## src/rtl/cfg_slave_pkg.sv

```systemverilog
package cfg_slave_pkg;

  typedef enum logic [1:0] {
    OE_DRIVEN_LOW  = 2'd0,
    OE_FLOATING    = 2'd1,
    OE_DRIVEN_HIGH = 2'd2
  } oe_state_e;

  // low wins when both are set
  function automatic oe_state_e oe_decode(input logic hi, input logic lo);
    if (lo)      return OE_DRIVEN_LOW;
    else if (hi) return OE_DRIVEN_HIGH;
    else         return OE_FLOATING;
  endfunction

endpackage

```

## src/rtl/cfg_slave_edge.sv

```systemverilog
module cfg_slave_edge #(
  parameter int W = 2
) (
  input  logic         clk_i,
  input  logic         rst_ni,
  input  logic [W-1:0] in_i,
  output logic [W-1:0] lvl_o,
  output logic [W-1:0] rise_o,
  output logic [W-1:0] fall_o
);
  logic [W-1:0] q;

  always_ff @(posedge clk_i or negedge rst_ni) begin
    if (!rst_ni) q <= '0;
    else         q <= in_i;
  end

  assign lvl_o  = q;
  assign rise_o = in_i & ~q;
  assign fall_o = ~in_i & q;
endmodule

```

## src/rtl/cfg_slave_rx.sv

```systemverilog
module cfg_slave_rx #(
  parameter int LEN   = 16,
  parameter int CNT_W = 5
) (
  input  logic             clk_i,
  input  logic             rst_ni,
  input  logic             clr_i,
  input  logic             shift_i,
  input  logic             bit_i,
  output logic [LEN-1:0]   shreg_o,
  output logic [CNT_W-1:0] cnt_o
);
  localparam logic [CNT_W-1:0] CNT_MAX = '1;

  logic [LEN-1:0]   sh_q;
  logic [CNT_W-1:0] cnt_q;

  always_ff @(posedge clk_i or negedge rst_ni) begin
    if (!rst_ni) begin
      sh_q  <= '0;
      cnt_q <= '0;
    end else if (clr_i) begin
      sh_q  <= '0;
      cnt_q <= '0;
    end else if (shift_i) begin
      sh_q <= {sh_q[LEN-2:0], bit_i};
      // saturate so overlong frames never wrap to a legal length
      if (cnt_q != CNT_MAX) cnt_q <= cnt_q + 1'b1;
    end
  end

  assign shreg_o = sh_q;
  assign cnt_o   = cnt_q;
endmodule

```

## src/rtl/cfg_slave_tx.sv

```systemverilog
module cfg_slave_tx #(
  parameter int W = 8
) (
  input  logic         clk_i,
  input  logic         rst_ni,
  input  logic         stop_i,
  input  logic         load_i,
  input  logic         adv_i,
  input  logic [W-1:0] data_i,
  output logic         sdo_o,
  output logic         sdo_oe_o
);
  logic [W-1:0] tx_q;
  logic         act_q;

  always_ff @(posedge clk_i or negedge rst_ni) begin
    if (!rst_ni) begin
      tx_q  <= '0;
      act_q <= 1'b0;
    end else if (stop_i) begin
      tx_q  <= '0;
      act_q <= 1'b0;
    end else if (load_i) begin
      tx_q  <= data_i;
      act_q <= 1'b1;
    end else if (adv_i && act_q) begin
      tx_q <= {tx_q[W-2:0], 1'b0};
    end
  end

  assign sdo_o    = tx_q[W-1];
  assign sdo_oe_o = act_q;
endmodule

```

## src/rtl/cfg_slave.sv

```systemverilog
module cfg_slave
  import cfg_slave_pkg::*;
#(
  parameter int ADDR_W  = 3,
  parameter int DUMMY_W = 4,
  parameter int CFG_W   = 8
) (
  input  logic              clk_i,
  input  logic              rst_ni,
  input  logic              sel_i,
  input  logic              sck_i,
  input  logic              sdi_i,
  output logic              sdo_o,
  output logic              sdo_oe_o,
  input  logic [ADDR_W-1:0] strap_i,
  input  logic              oe_high_i,
  input  logic              oe_low_i,
  output logic [CFG_W-1:0]  cfg_o,
  output logic              out_en_o
);
  localparam int SHORT_LEN = 1 + ADDR_W + DUMMY_W;
  localparam int FULL_LEN  = SHORT_LEN + CFG_W;
  localparam int CNT_W     = $clog2(FULL_LEN + 2);
  localparam logic [CNT_W-1:0] SHORT_CNT = CNT_W'(SHORT_LEN);
  localparam logic [CNT_W-1:0] FULL_CNT  = CNT_W'(FULL_LEN);

  logic [1:0] lvl, rise, fall;
  logic       sel_q, sel_rise, sel_fall, sck_rise, sck_fall;

  cfg_slave_edge #(.W(2)) u_edge (
    .clk_i  (clk_i),
    .rst_ni (rst_ni),
    .in_i   ({sel_i, sck_i}),
    .lvl_o  (lvl),
    .rise_o (rise),
    .fall_o (fall)
  );

  assign sel_q    = lvl[1];
  assign sel_rise = rise[1];
  assign sel_fall = fall[1];
  assign sck_rise = rise[0] & sel_q & sel_i;
  assign sck_fall = fall[0] & sel_q & sel_i;

  logic [FULL_LEN-1:0] shreg;
  logic [CNT_W-1:0]    cnt;

  cfg_slave_rx #(.LEN(FULL_LEN), .CNT_W(CNT_W)) u_rx (
    .clk_i   (clk_i),
    .rst_ni  (rst_ni),
    .clr_i   (sel_rise),
    .shift_i (sck_rise),
    .bit_i   (sdi_i),
    .shreg_o (shreg),
    .cnt_o   (cnt)
  );

  // frame fields as seen after a short or a full frame
  logic              rw_short, rw_full;
  logic [ADDR_W-1:0] addr_short, addr_full;
  assign rw_short   = shreg[SHORT_LEN-1];
  assign addr_short = shreg[SHORT_LEN-2 -: ADDR_W];
  assign rw_full    = shreg[FULL_LEN-1];
  assign addr_full  = shreg[FULL_LEN-2 -: ADDR_W];

  oe_state_e mode_q;
  logic [CFG_W-1:0] cfg_q;
  logic gate_q;

  always_ff @(posedge clk_i or negedge rst_ni) begin
    if (!rst_ni) mode_q <= OE_FLOATING;
    else if (sel_rise) mode_q <= oe_decode(oe_high_i, oe_low_i);
  end

  logic short_ok, full_wr_ok;
  assign short_ok   = (cnt == SHORT_CNT) && !rw_short && (addr_short == strap_i);
  assign full_wr_ok = (cnt == FULL_CNT) && !rw_full && (addr_full == strap_i);

  always_ff @(posedge clk_i or negedge rst_ni) begin
    if (!rst_ni) begin
      cfg_q  <= '0;
      gate_q <= 1'b0;
    end else if (sel_fall) begin
      if (mode_q == OE_DRIVEN_HIGH) gate_q <= short_ok;
      else if (full_wr_ok)          cfg_q  <= shreg[CFG_W-1:0];
    end
  end

  // read hit decided on the falling clock that ends the header
  logic rd_hit;
  assign rd_hit = sck_fall && (cnt == SHORT_CNT) && (mode_q != OE_DRIVEN_HIGH)
                  && rw_short && (addr_short == strap_i);

  cfg_slave_tx #(.W(CFG_W)) u_tx (
    .clk_i    (clk_i),
    .rst_ni   (rst_ni),
    .stop_i   (sel_fall | sel_rise | ~sel_i),
    .load_i   (rd_hit),
    .adv_i    (sck_fall),
    .data_i   (cfg_q),
    .sdo_o    (sdo_o),
    .sdo_oe_o (sdo_oe_o)
  );

  always_comb begin
    unique case (oe_decode(oe_high_i, oe_low_i))
      OE_DRIVEN_LOW:  out_en_o = 1'b0;
      OE_DRIVEN_HIGH: out_en_o = gate_q;
      default:        out_en_o = 1'b1;
    endcase
  end

  assign cfg_o = cfg_q;
endmodule

```

## config.mk

```make
export PLATFORM = sky130hd
export DESIGN_NAME = cfg_slave
export DESIGN_NICKNAME = d
export VERILOG_FILES = /design/src/rtl/cfg_slave_pkg.sv /design/src/rtl/cfg_slave_edge.sv /design/src/rtl/cfg_slave_rx.sv /design/src/rtl/cfg_slave_tx.sv /design/src/rtl/cfg_slave.sv
export SDC_FILE = /design/constraint.sdc
export NUM_CORES = 1
export LEC_CHECK = 0
export ABC_AREA = 0
export CORE_MARGIN = 5
export CORE_UTILIZATION = 59
export CTS_BUF_LIST = sky130_fd_sc_hd__clkbuf_4 sky130_fd_sc_hd__clkbuf_8
export DETAILED_ROUTE_END_ITERATION = 8
export DONT_BUFFER_PORTS = 1
export GPL_ROUTABILITY_DRIVEN = 0
export GPL_TIMING_DRIVEN = 0
export PLACE_DENSITY = 0.78
export SYNTH_ARGS = -nofsm -noshare
export SYNTH_HDL_FRONTEND = slang
export SYNTH_SLANG_ARGS = --single-unit
```

## constraint.sdc

```tcl
create_clock -name clk_i -period 1.78 [get_ports clk_i]
set_input_delay 0.178 -clock clk_i [delete_from_list [all_inputs] [get_ports clk_i]]
set_output_delay 0.178 -clock clk_i [all_outputs]
set_load 0.01 [all_outputs]
```

==> out/qor.txt <==
status: finished, final reports clean
n_diodes: 0
CP Max Fanout: 8
Slew HR: 68.8%
Final Util: 69.1%
Fillers: 260
DR iter-0 viols: 93
Worst Tran Pin Value: 467 ps
Most used DFF post-synth: dfrtp_1
Slew Limit Fails: 0
R2R cell count: 5
Top Usage Layer GRT: met2
Min Hold Slack: 123 ps
dpl cells: 240
EDFF count, synth: 0
Mapped Nets: 207
Clk Latency, worst-skew pair: 350 ps
CTS buffer count: 5
Clock Sinks: 43
CP max stage delay: 460 ps
Yosys Warn Count: 0
Top Ports: 21
TNS Setup: 0 ps
Critical path buffers and inverters: 1
drt drc: 0
Worst EP arrival: 1950 ps
Port Buf Inserts: 0
Fmax: 583 MHz
first-pass GRT wire length: 6780 um
Worst path slowest cell: dfrtp_1
routed vias/inst: 5.65
fin crit period: 1720 ps
final number of setup-violating endpoints: 0
Compound-Gate Fraction of Synth Area: 2.68%
HP Class: in2reg
worst vdd ir: 0.612 mV
Area contributors post-synth: dfrtp_1, nand2_1, mux2_2
CP Cell Sequence: nor3b_2 > nand4_1 > nor4b_4 > buf_6 > mux2_2
Clock Pin Slew Worst Setup and Hold Paths: 120 ps
DR pass1 iterations: 4
CP required: 2020 ps
met2 Use GR: 33.9%
# Max-Cap Violations: 0
met3 usage: 5.91%
fraction of registers with async set/reset: 100%
Routed WL: 4040 um
crit start category: register
mux cell area share after synthesis: 12.4%
worst hold start: sel_i
syn_area_per_cell: 10.4 um^2
Seq cells post-synth: 43
Worst Setup End Kind: register
Final Non-Filler Cells: 260
Seq/Total Area, Yosys: 53.6%
Adder-Cell Fraction of Synth Area: 1.87%
final hold vios: 0
post-route ant nets: 0
Avg WL per Cell: 15.5 um
Worst R2R End: cfg_o[5]
share of layout cells above drive strength 1: 20.6%
Cell Area, Synth: 2010 um^2
layout net count: 226
top cells by count, synth: nand2_1, dfrtp_1, nand3_1
Max Buffers Root-to-Sink: 2
Leakage: 1.08 nW
Post-Synthesis Cells: 194
num rows: 21
critical setup path kind: reg2reg
TritonCTS clock tree: yes
vias in the first global route: 1495
synth unique cells: 31
full die area: 4670 um^2
post-synthesis xor/xnor area fraction: 3.92%
H-tree depth: 2
delay-heaviest family, CP: simple AND/OR/NAND/NOR gates
CTS Root Cell: clkbuf_4
largest family of logic cells by synthesized area: simple AND/OR/NAND/NOR gates
met1 GRT Util: 23.2%
Overflow after GRT: 0
Clock Skew: 12.3 ps
Worst R2R Setup Slack: 60 ps
Synth Area in Simple Gates: 23.1%
Die W: 68.4 um
Vias: 1470
area leader, netlist: dfrtp_1
RR Startpoint: u_rx.cnt_o[4]
Core Box Area: 3310 um^2
initial antenna violation count: 0
RSZ-0062 raised after global routing: true
dpl hpwl: 2780 um
most numerous cell in the Yosys netlist: nand2_1
Die H: 68.4 um
Starting Density: 60.7%
PD cells: 696 nW/um^2
Hold Path Depth: 2
largest net degree at the start of global routing: 44
GRT Util Overall: 19.6%
top-area cell type share of the netlist area: 52.3%
period utilization: 96.4%
Hold Path Sink: gate_q
Layout area overhead: 13.9%
==> metrics by stage <==
step | setup WS, ps | total power [mW] | instance area, um^2
floorplan | 85.7 | 1.07 | 2010
global placement | -128 | 1.09 | 2070
detailed placement | -288 | 1.09 | 2070
CTS | 29.5 | 1.61 | 2260
global route | -51.6 | 1.67 | 2290
finish | 63.9 | 1.59 | 2290
==> flip-flops by register name, indices dropped and copies added, names as in the netlist <==
| register | count |
|---|---|
| u_rx.shreg_o | 16 |
| u_tx.sdo_oe_o | 1 |
| mode_q | 2 |
| u_tx.tx_q | 8 |
| u_edge.lvl_o | 2 |
| cfg_o | 8 |
| gate_q | 1 |
| u_rx.cnt_o | 5 |
==> cell families (layout without fill, tap and decap cells) <==
kind of cell / count (synthesis) / after routing
compound gates: 9 / 9
xor+xnor: 9 / 9
buf+inv: 12 / 32
fa+ha+maj: 3 / 3
flops: 43 / 43
mux: 23 / 23
simple gates: 95 / 95
==> repair_timing <==
action                                  CTS  global route
gates cloned                              1             0
hold endpoints to repair                 48             0
buffers inserted                          4             1
resized for setup                         6             7
hold buffers                              7             0
endpoints found under the setup margin   17            30
pin swaps                                 4             3
==> routing by layer <==
layer  routed length, um  part of all wire (%)
met4                  76                   1.9
met3                 212                   5.2
met2                2080                    51
met5                   0                     0
met1                1680                    41
==> final cells by class <==
type | count | area [um^2] | share of cell area, %
timing repair buffer | 13 | 126 | 5.52
multi-input combinational | 139 | 921 | 40.2
tap | 46 | 57.6 | 2.52
clock inverter | 1 | 5.00 | 0.219
buffer | 8 | 37.5 | 1.64
clock buffer | 7 | 52.6 | 2.30
sequential | 43 | 1080 | 47.1
inverter | 3 | 11.3 | 0.492
==> how the worst max path moves through the flow <==
| stage | start | end | slack [ps] | cells past startpoint |
|---|---|---|---|---|
| after CTS | u_rx.cnt_o[0] | u_rx.cnt_o[2] | 30 | 7 |
| final | u_rx.cnt_o[4] | cfg_o[5] | 60 | 5 |
| after global routing | u_rx.cnt_o[0] | u_tx.tx_q[1] | -50 | 7 |
| after detailed placement | u_rx.cnt_o[0] | u_tx.tx_q[5] | -290 | 7 |
| after floorplan | u_rx.cnt_o[3] | cfg_o[0] | 90 | 4 |
| after global placement | u_rx.cnt_o[0] | u_tx.tx_q[3] | -130 | 7 |
==> cells in the final DEF, fill, tap and decap left out, types with 4 or more instances in the layout <==
cell           count
mux2i_1            8
buf_4              5
mux2_2            15
clkbuf_4           7
nand2_1           53
dfrtp_1           42
xnor2_1            9
dlygate4sd3_1      6
nand2b_1           4
nand3_1           18
==> power breakdown <==
part,internal [mW],total (mW),switching [mW]
logic,0.0468,0.114,0.0672
registers,0.991,1.00,0.00885
clock network,0.185,0.478,0.294
total,1.22,1.59,0.370
(Power assumes the default switching activity.)
